**config.mk**
```make
export PLATFORM = sky130hd
export DESIGN_NAME = uart_mdm_loop
export DESIGN_NICKNAME = d
export VERILOG_FILES = /design/src/rtl/mdm_loop_pkg.sv /design/src/rtl/mdm_sync.sv /design/src/rtl/mdm_status.sv /design/src/rtl/mdm_rx_mux.sv /design/src/rtl/uart_mdm_loop.sv
export SDC_FILE = /design/constraint.sdc
export NUM_CORES = 1
export LEC_CHECK = 0
export CELL_PAD_IN_SITES_DETAIL_PLACEMENT = 2
export CELL_PAD_IN_SITES_GLOBAL_PLACEMENT = 2
export CORE_AREA = 2 2 61 63
export CTS_CLUSTER_DIAMETER = 60
export CTS_CLUSTER_SIZE = 16
export DETAILED_ROUTE_END_ITERATION = 10
export DIE_AREA = 0 0 63 65
export DONT_BUFFER_PORTS = 1
export HOLD_SLACK_MARGIN = 0.02
export MAX_ROUTING_LAYER = met4
export PLACE_DENSITY = 0.82
export SLEW_MARGIN = 20
export SYNTH_ARGS = -nofsm -noshare
export SYNTH_HDL_FRONTEND = slang
export SYNTH_SLANG_ARGS = --single-unit
```
**constraint.sdc**
```tcl
create_clock -name clk -period 1.5 [get_ports clk]
set_input_delay 0 -clock clk [delete_from_list [all_inputs] [get_ports clk]]
set_output_delay 0 -clock clk [all_outputs]
set_load 0.01 [all_outputs]
```
**src/rtl/mdm_loop_pkg.sv**
```systemverilog
package mdm_loop_pkg;
   localparam int MS_RI  = 0;
   localparam int MS_DCD = 1;
   localparam int MS_CTS = 2;
   localparam int MS_DSR = 3;
   localparam int MS_W   = 4;

   typedef struct packed {
      logic lbe;
      logic out2;
      logic out1;
      logic rts;
      logic dtr;
   } mctl_t;

   function automatic logic [MS_W-1:0] loop_map(input mctl_t c);
      logic [MS_W-1:0] m;
      m         = '0;
      m[MS_RI]  = c.out2;
      m[MS_DCD] = c.out1;
      m[MS_CTS] = c.rts;
      m[MS_DSR] = c.dtr;
      return m;
   endfunction
endpackage

```
**src/rtl/mdm_sync.sv**
```systemverilog
module mdm_sync #(
   parameter int W      = 4,
   parameter int STAGES = 2
) (
   input  logic         clk,
   input  logic         rst_n,
   input  logic [W-1:0] d,
   output logic [W-1:0] q
);
   logic [W-1:0] stg [STAGES];

   always_ff @(posedge clk) begin
      if (!rst_n) stg[0] <= '0;
      else        stg[0] <= d;
   end

   for (genvar i = 1; i < STAGES; i++) begin : g_stage
      always_ff @(posedge clk) begin
         if (!rst_n) stg[i] <= '0;
         else        stg[i] <= stg[i-1];
      end
   end

   assign q = stg[STAGES-1];
endmodule

```
**src/rtl/mdm_status.sv**
```systemverilog
module mdm_status
   import mdm_loop_pkg::*;
#(
   parameter int SYNC_STAGES = 2
) (
   input  logic            clk,
   input  logic            rst_n,
   input  logic            cr_we,
   input  mctl_t           wr,
   input  logic [MS_W-1:0] ms_clr,
   input  logic [MS_W-1:0] ext_ms,
   output mctl_t           ctl_q,
   output logic [MS_W-1:0] stat_ms,
   output logic [MS_W-1:0] ms_raw
);
   logic [MS_W-1:0] ext_s;
   logic            next_lbe;
   logic            rebuild;

   mdm_sync #(.W(MS_W), .STAGES(SYNC_STAGES)) u_sync (
      .clk  (clk),
      .rst_n(rst_n),
      .d    (ext_ms),
      .q    (ext_s)
   );

   assign next_lbe = cr_we ? wr.lbe : ctl_q.lbe;
   assign rebuild  = cr_we && wr.lbe;

   always_ff @(posedge clk) begin
      if (!rst_n) begin
         ctl_q   <= '0;
         stat_ms <= '0;
         ms_raw  <= '0;
      end else begin
         if (cr_we) ctl_q <= wr;
         if (rebuild) begin
            stat_ms <= loop_map(wr);
            ms_raw  <= loop_map(wr);
         end else begin
            if (!next_lbe) stat_ms <= ext_s;
            ms_raw <= ms_raw & ~ms_clr;
         end
      end
   end

   AST_CROSS_MAP: assert property (@(posedge clk) disable iff (!rst_n)
      (cr_we && wr.lbe) |=> (stat_ms[MS_RI] == $past(wr.out2) && stat_ms[MS_DCD] == $past(wr.out1)
                             && stat_ms[MS_CTS] == $past(wr.rts) && stat_ms[MS_DSR] == $past(wr.dtr)));
   AST_RAW_REBUILD: assert property (@(posedge clk) disable iff (!rst_n)
      (cr_we && wr.lbe) |=> (ms_raw == stat_ms));
   AST_LOOP_HOLD: assert property (@(posedge clk) disable iff (!rst_n)
      (ctl_q.lbe && !cr_we) |=> $stable(stat_ms));
   AST_OFF_NO_RAISE: assert property (@(posedge clk) disable iff (!rst_n)
      (!next_lbe) |=> ((ms_raw & ~$past(ms_raw)) == '0));
endmodule

```
**src/rtl/mdm_rx_mux.sv**
```systemverilog
module mdm_rx_mux #(
   parameter int DATA_W  = 8,
   parameter int WORD_W  = 11,
   parameter int BRK_BIT = 10
) (
   input  logic              clk,
   input  logic              rst_n,
   input  logic              lbe_q,
   input  logic              brk_we,
   input  logic              brk_on,
   input  logic              tx_valid,
   input  logic [DATA_W-1:0] tx_data,
   input  logic              line_valid,
   input  logic [DATA_W-1:0] line_data,
   output logic              rx_valid,
   output logic [WORD_W-1:0] rx_word
);
   localparam logic [WORD_W-1:0] BRK_WORD = WORD_W'(1) << BRK_BIT;

   logic brk_q;
   logic brk_rise;

   assign brk_rise = brk_we && brk_on && !brk_q;

   always_ff @(posedge clk) begin
      if (!rst_n) begin
         brk_q    <= 1'b0;
         rx_valid <= 1'b0;
         rx_word  <= '0;
      end else begin
         if (brk_we) brk_q <= brk_on;
         if (lbe_q) begin
            rx_valid <= brk_rise || tx_valid;
            rx_word  <= brk_rise ? BRK_WORD : WORD_W'(tx_data);
         end else begin
            rx_valid <= line_valid;
            rx_word  <= WORD_W'(line_data);
         end
      end
   end

   AST_LINE_DROP: assert property (@(posedge clk) disable iff (!rst_n)
      (lbe_q && !tx_valid && !brk_rise) |=> !rx_valid);
   AST_BRK_WORD: assert property (@(posedge clk) disable iff (!rst_n)
      (lbe_q && brk_rise) |=> (rx_valid && rx_word == BRK_WORD));
   AST_LINE_PASS: assert property (@(posedge clk) disable iff (!rst_n)
      (!lbe_q && line_valid) |=> (rx_valid && rx_word[BRK_BIT] == 1'b0));
endmodule

```
**src/rtl/uart_mdm_loop.sv**
```systemverilog
module uart_mdm_loop
   import mdm_loop_pkg::*;
#(
   parameter int SYNC_STAGES = 2,
   parameter int DATA_W      = 8,
   parameter int BRK_BIT     = 10,
   parameter int WORD_W      = 11
) (
   input  logic              clk,
   input  logic              rst_n,
   input  logic              cr_we,
   input  logic              cr_lbe,
   input  logic              cr_out2,
   input  logic              cr_out1,
   input  logic              cr_rts,
   input  logic              cr_dtr,
   input  logic              brk_we,
   input  logic              brk_on,
   input  logic [3:0]        ms_clr,
   input  logic [3:0]        ext_ms,
   input  logic              tx_valid,
   input  logic [DATA_W-1:0] tx_data,
   input  logic              line_rx_valid,
   input  logic [DATA_W-1:0] line_rx_data,
   output logic [3:0]        stat_ms,
   output logic [3:0]        ms_raw,
   output logic [3:0]        pin_mc,
   output logic              lb_active,
   output logic              rx_valid,
   output logic [WORD_W-1:0] rx_word
);
   if (SYNC_STAGES < 2) begin : g_bad_sync
      $error("SYNC_STAGES must be at least 2");
   end
   if (BRK_BIT < DATA_W || BRK_BIT >= WORD_W) begin : g_bad_brk
      $error("BRK_BIT must sit above the data field and inside the word");
   end

   mctl_t wr;
   mctl_t ctl_q;

   assign wr = '{lbe: cr_lbe, out2: cr_out2, out1: cr_out1, rts: cr_rts, dtr: cr_dtr};

   mdm_status #(.SYNC_STAGES(SYNC_STAGES)) u_status (
      .clk    (clk),
      .rst_n  (rst_n),
      .cr_we  (cr_we),
      .wr     (wr),
      .ms_clr (ms_clr),
      .ext_ms (ext_ms),
      .ctl_q  (ctl_q),
      .stat_ms(stat_ms),
      .ms_raw (ms_raw)
   );

   mdm_rx_mux #(.DATA_W(DATA_W), .WORD_W(WORD_W), .BRK_BIT(BRK_BIT)) u_rx (
      .clk       (clk),
      .rst_n     (rst_n),
      .lbe_q     (ctl_q.lbe),
      .brk_we    (brk_we),
      .brk_on    (brk_on),
      .tx_valid  (tx_valid),
      .tx_data   (tx_data),
      .line_valid(line_rx_valid),
      .line_data (line_rx_data),
      .rx_valid  (rx_valid),
      .rx_word   (rx_word)
   );

   assign lb_active = ctl_q.lbe;
   assign pin_mc    = ctl_q.lbe ? 4'b0000 : {ctl_q.out2, ctl_q.out1, ctl_q.rts, ctl_q.dtr};

   AST_PINS_AFTER_EN: assert property (@(posedge clk) disable iff (!rst_n)
      (cr_we && cr_lbe) |=> (pin_mc == 4'b0000));
endmodule

```
## Word level (Yosys, flattened, before mapping)

Memories as Yosys holds them, arrays and structs flattened.
Cells that the tools add are included.

| word-level totals | value |
|---|---|
| word-level logic and storage cells | 35 |
| output and inout bits | 25 |
| RAM bits | 8 |
| memories | 1 |
| bits of input ports | 36 |
| register bits after elaboration | 26 |

| operators by class | value |
|---|---|
| bitwise gates (word level) | 4 |
| mux-type cells | 12 |
| eq/ne operators | 1 |
| reductions and logical operators | 6 |

Memories:

| memory | depth | bits a word | read ports | clocked after Yosys merged registers in | wr ports | line | text |
|---|---|---|---|---|---|---|---|
| u_status.u_sync.stg | 2 | 4 | 2 | 0 | 2 | mdm_sync.sv:10 | `logic [W-1:0] stg [STAGES];` |

Operators with widths:

| operator | count |
|---|---|
| 4-bit two-way mux | 6 |
| 11-bit two-way mux | 1 |
| 8-bit two-way mux | 1 |
| 4-bit AND | 1 |
| 1-bit two-way mux | 4 |
| 4-bit inverter | 1 |
| 1-bit logical AND | 3 |
| 2-bit inequality test, second input constant | 1 |
| 1-bit OR | 2 |
| 2-bit AND reduction | 1 |
| 1-bit logical NOT | 1 |
| 1-bit logical OR | 1 |

## Longest topological paths before layout

| logic depth | value |
|---|---|
| depth in word-level cells | 4 |
| depth in mapped cells | 4 |
| gate-level depth less buffers | 3 |

## Hierarchy

Synthesis repeated with hierarchy kept, for this count alone.

| unflattened totals | value |
|---|---|
| cell total of the unflattened synthesis | 108 |
| area, all modules | 1178.6 um2 |

Modules (own cells, without submodules):

| module | area each (um2) | cells an instance | instances | sequential area each (um2) |
|---|---|---|---|---|
| mdm_status | 525.5 | 55 | 1 | 260.2 |
| mdm_rx_mux | 417.9 | 33 | 1 | 220.2 |
| mdm_sync | 210.2 | 16 | 1 | 160.2 |
| uart_mdm_loop | 25.0 | 4 | 1 | 0.0 |

## Worst setup path before layout

Ideal clock, no wire load.

| path | value |
|---|---|
| kind | reg2reg |
| from | register, netlist name u_status.ctl_q[4] |
| to | register u_rx.rx_word[2] |
| required time | 1.380 ns |
| data arrival time | 0.877 ns |
| path slack | 0.503 ns |
| setup time | 0.120 ns |
| period minus slack after synthesis | 0.997 ns |
| stages on the path, launching flop included | 4 |
| path buffers | 1 |
| cell sequence | dfxtp_1 buf_2 mux2i_1 nor2_1 |

| between the ends | value |
|---|---|
| cells in the longest elaborated chain, start to end | 1 |

Ends and longest elaborated chain:

| item | line | text |
|---|---|---|
| 8-bit two-way mux | mdm_rx_mux.sv:32 | `if (lbe_q) begin` |
| end signal, assigned | mdm_rx_mux.sv:34 | `rx_word <= brk_rise ? BRK_WORD : WORD_W'(tx_data);` |
| end signal, assigned | mdm_rx_mux.sv:37 | `rx_word <= WORD_W'(line_data);` |
| end, declared | mdm_rx_mux.sv:16 | `output logic [WORD_W-1:0] rx_word` |

No other way between the ends.
A chain may end at the register's enable or synchronous reset.

## Worst setup path in the final report

| path | value |
|---|---|
| from | input port cr_we |
| to | register u_status.stat_ms[0] |

| between the ends | value |
|---|---|
| cells in the longest elaborated chain, start to end | 2 |
| elaborated cells on any way between the ends | 4 |
| those cells by class | eq/ne: 1; mux: 2; reduce/logical: 1 |

Ends and longest elaborated chain:

| item | line | text |
|---|---|---|
| start, declared | uart_mdm_loop.sv:11 | `input logic cr_we,` |
| 1-bit two-way mux / 1-bit logical AND (equally long branches) | mdm_status.sv:27, mdm_status.sv:28 |  |
| 2-bit inequality test (no line) / 4-bit two-way mux (equally long branches) | n/a |  |
| end signal, assigned | mdm_status.sv:38 | `stat_ms <= loop_map(wr);` |
| end signal, assigned | mdm_status.sv:41 | `if (!next_lbe) stat_ms <= ext_s;` |
| end, declared | mdm_status.sv:13 | `output logic [MS_W-1:0] stat_ms,` |

Several ways; a longest one is shown, not always the timed one.

==> summary.txt <==
status = finished clean
clk_skew = 0.008022 ns
#FFs+latches synth = 32
CTS tree = done
GP Congestion = 0.6225
drt first pass iters = 4
setup violators final = 0
routed wire length = 3.875 mm
Comb pwr share = 0.115
FF/Latch Area = 640.6 um^2
Pwr Density = 1137 mW/mm^2
Port Buf Inserts = 0
via-per-instance ratio = 4.936
Final ANT Viol Nets = 0
Final Util = 0.4767
Slew Limit Fails = 0
CTS H-Tree Depth = 2
largest net degree at the start of global routing = 23
global-route wire length before repair = 6.037 mm
Synth cell types = 24
Worst-path clk slew = 0.10 ns
max incr delay on CP = 1.00 ns
CTS sink count = 32
hold_ws = 0.05482 ns
Mapped Avg Cell Area = 10.16 um^2
Reg power frac = 0.495
VDD IR max = 852.0 uV
FILL cells = 381
Tot GR Track Use = 0.2105
hold crit path type = primary input to flip-flop
Worst EP required = 1.77 ns
TritonCTS Buffers = 5
Post-Syn Area = 0.001179 mm^2
Vias = 997
worst-path fanout max = 15
Fmax = 724.3 MHz
Pint = 1457 uW
Die W = 63 um
Critical Path AT = 1.65 ns
Core Area = 0.003496 mm^2
fin crit share = 0.9205
HPWL Detailed = 2.150 mm
Ports = 61
Layout area overhead = 41.40%
slowest stage cell, crit path = dlygate4sd3_1
setup repair bufs after CTS = 0
element type at the critical path end = flip-flop
global route overflow = 0
NetSw = 437.9 uW
Switching Share = 0.2312
Leak = 0.0006772 uW
vias in the first global route = 1118
critical-path cell list = dlygate4sd3_1, mux2i_2, nand2_1, a31oi_1
root buffer cell = clkbuf_4
YS warnings = 0
footprint of the multi-input gates = 486.7 um^2
max-cap violation count = 0
Final min period = 1.381 ns
initial DRC count = 43
initial antenna violation count = 0
clock power share = 0.390
Slew headroom = 0.5218
DRC errors left = 0
initial core utilization = 0.3372
Worst-Skew Late Latency = 0.34 ns
Max clock buf depth = 2
share of layout cells above drive strength 1 = 0.06494
Seq/Total Area, Yosys = 0.5435
average wire per standard cell = 19.18 um
FP Rows = 22
Slew @ Worst Pin = 0.7149 ns
Setup Slack @ Placement = 0.2833 ns
final setup margin = 0.1193 ns
cells after synthesis = 116
RSZ-0062 raised after global routing = no
Total Nets Final = 189
post-CTS sizing = 0
ANT cells = 0
setup TNS = 0 ns
die area = 0.004095 mm^2
CP Launch Type = primary input
Final Hold Fails = 0
Die Y = 65 um
CP Class = primary input to flip-flop
hold buffer count at CTS = 36
-- state kept, by name, indices dropped and copies added (netlist names) --
name	count
u_rx.rx_valid	1
u_rx.rx_word	9
u_status.u_sync.stg	8
u_rx.brk_q	1
u_status.ctl_q	5
u_status.ms_raw	4
u_status.stat_ms	4
-- cell usage after synthesis --
master,number,area share
mux2i_2,1,0.012
buf_4,3,0.019
a21o_1,1,0.0064
o21ai_0,1,0.0042
nand3b_1,4,0.025
dfxtp_1,32,0.54
nor2b_1,6,0.032
and3_1,1,0.0053
and2b_1,1,0.0064
mux2i_1,15,0.13
nand2_1,5,0.016
buf_6,1,0.0096
buf_1,1,0.0032
a31oi_1,2,0.011
clkbuf_1,1,0.0032
conb_1,1,0.0032
buf_2,2,0.0085
and2_1,8,0.042
a21oi_1,5,0.021
and3b_1,1,0.0074
nor2_1,15,0.048
nand3_1,4,0.017
inv_1,1,0.0032
a211oi_1,4,0.025
-- routing by layer --
| layer | up-vias | wire (um) | part of all wire | GRT usage |
|---|---|---|---|---|
| met2 | 45 | 2180 | 0.56 | 0.3684 |
| met5 | - | 0 | 0 | - |
| li1 | 458 | - | - | - |
| met4 | 0 | 155 | 0.040 | 0.1472 |
| met3 | 13 | 193 | 0.050 | 0.06424 |
| met1 | 481 | 1346 | 0.35 | 0.1978 |
-- layout make-up --
cell class                      instances  area share
Tap cell                               48     0.03604
Sequential cell                        32      0.3844
Inverter                                1    0.002252
Clock buffer                            7     0.03904
Clock inverter                          1     0.01802
Multi-Input combinational cell         76      0.2920
Timing Repair Buffer                   37      0.2282
-- cells in the final DEF, fill, tap and decap left out, drive strengths merged --
cell,Yosys,layout
a211oi,4,4
a21o,1,1
a21oi,5,5
a31oi,2,2
and2,8,8
and2b,1,1
and3,1,1
and3b,1,1
buf,7,1
bufinv,0,1
clkbuf,1,7
conb,1,2
dfxtp,32,32
dlygate4sd3,0,36
inv,1,1
mux2i,16,16
nand2,5,5
nand3,4,4
nand3b,4,4
nor2,15,15
nor2b,6,6
o21ai,1,1
-- worst max-delay path, delay by kind of cell --
kind                   cells  cell delay, ns
AO/OA/AOI/OAI              1            0.19
multiplexers               1            0.35
AND/OR/NAND/NOR            1            0.11
buffers and inverters      1            1.00
-- kinds of logic (layout without fill, tap and decap cells) --
logic type	Yosys count	in the layout	share of synthesized area
AND/OR/NAND/NOR	45	45	0.1996
multiplexers	16	16	0.1391
buffers and inverters	9	46	0.04670
flip-flops	32	32	0.5435
other	1	2	0.003182
AO/OA/AOI/OAI	13	13	0.06793
-- through the flow --
step           total power, uW  instance area [um^2]  std cells
2_1_floorplan             1055                  1182        117
3_3_place_gp              1060                  1211        158
3_5_place_dp              1073                  1211        158
4_1_cts                   1907                  1667        202
5_1_grt                   1998                  1667        202
6_report                  1895                  1667        202
-- final timing paths --
kind,cells past startpoint,from,end,slack (ns)
max,4,cr_we,u_status.stat_ms[0]$_SDFFE_PN0P_,0.12
min,2,brk_on,u_rx.rx_word[10]$_SDFF_PN0_,0.05
max reg2reg,4,u_status.ctl_q[4]$_SDFFE_PN0P_,u_status.stat_ms[3]$_SDFFE_PN0P_,0.17
min reg2reg,1,u_status.u_sync.stg[0][0]$_SDFF_PN0_,u_status.u_sync.stg[1][0]$_SDFF_PN0_,0.45
-- power groups by stage --
stage | combinational [uW] | sequential [uW] | clock, uW
global route | 239 | 943 | 817
floorplan | 110 | 945 | 0
detailed placement | 119 | 954 | 0
finish | 218 | 937 | 740
global placement | 109 | 951 | 0
CTS | 211 | 935 | 761
(Power assumes the default switching activity.)
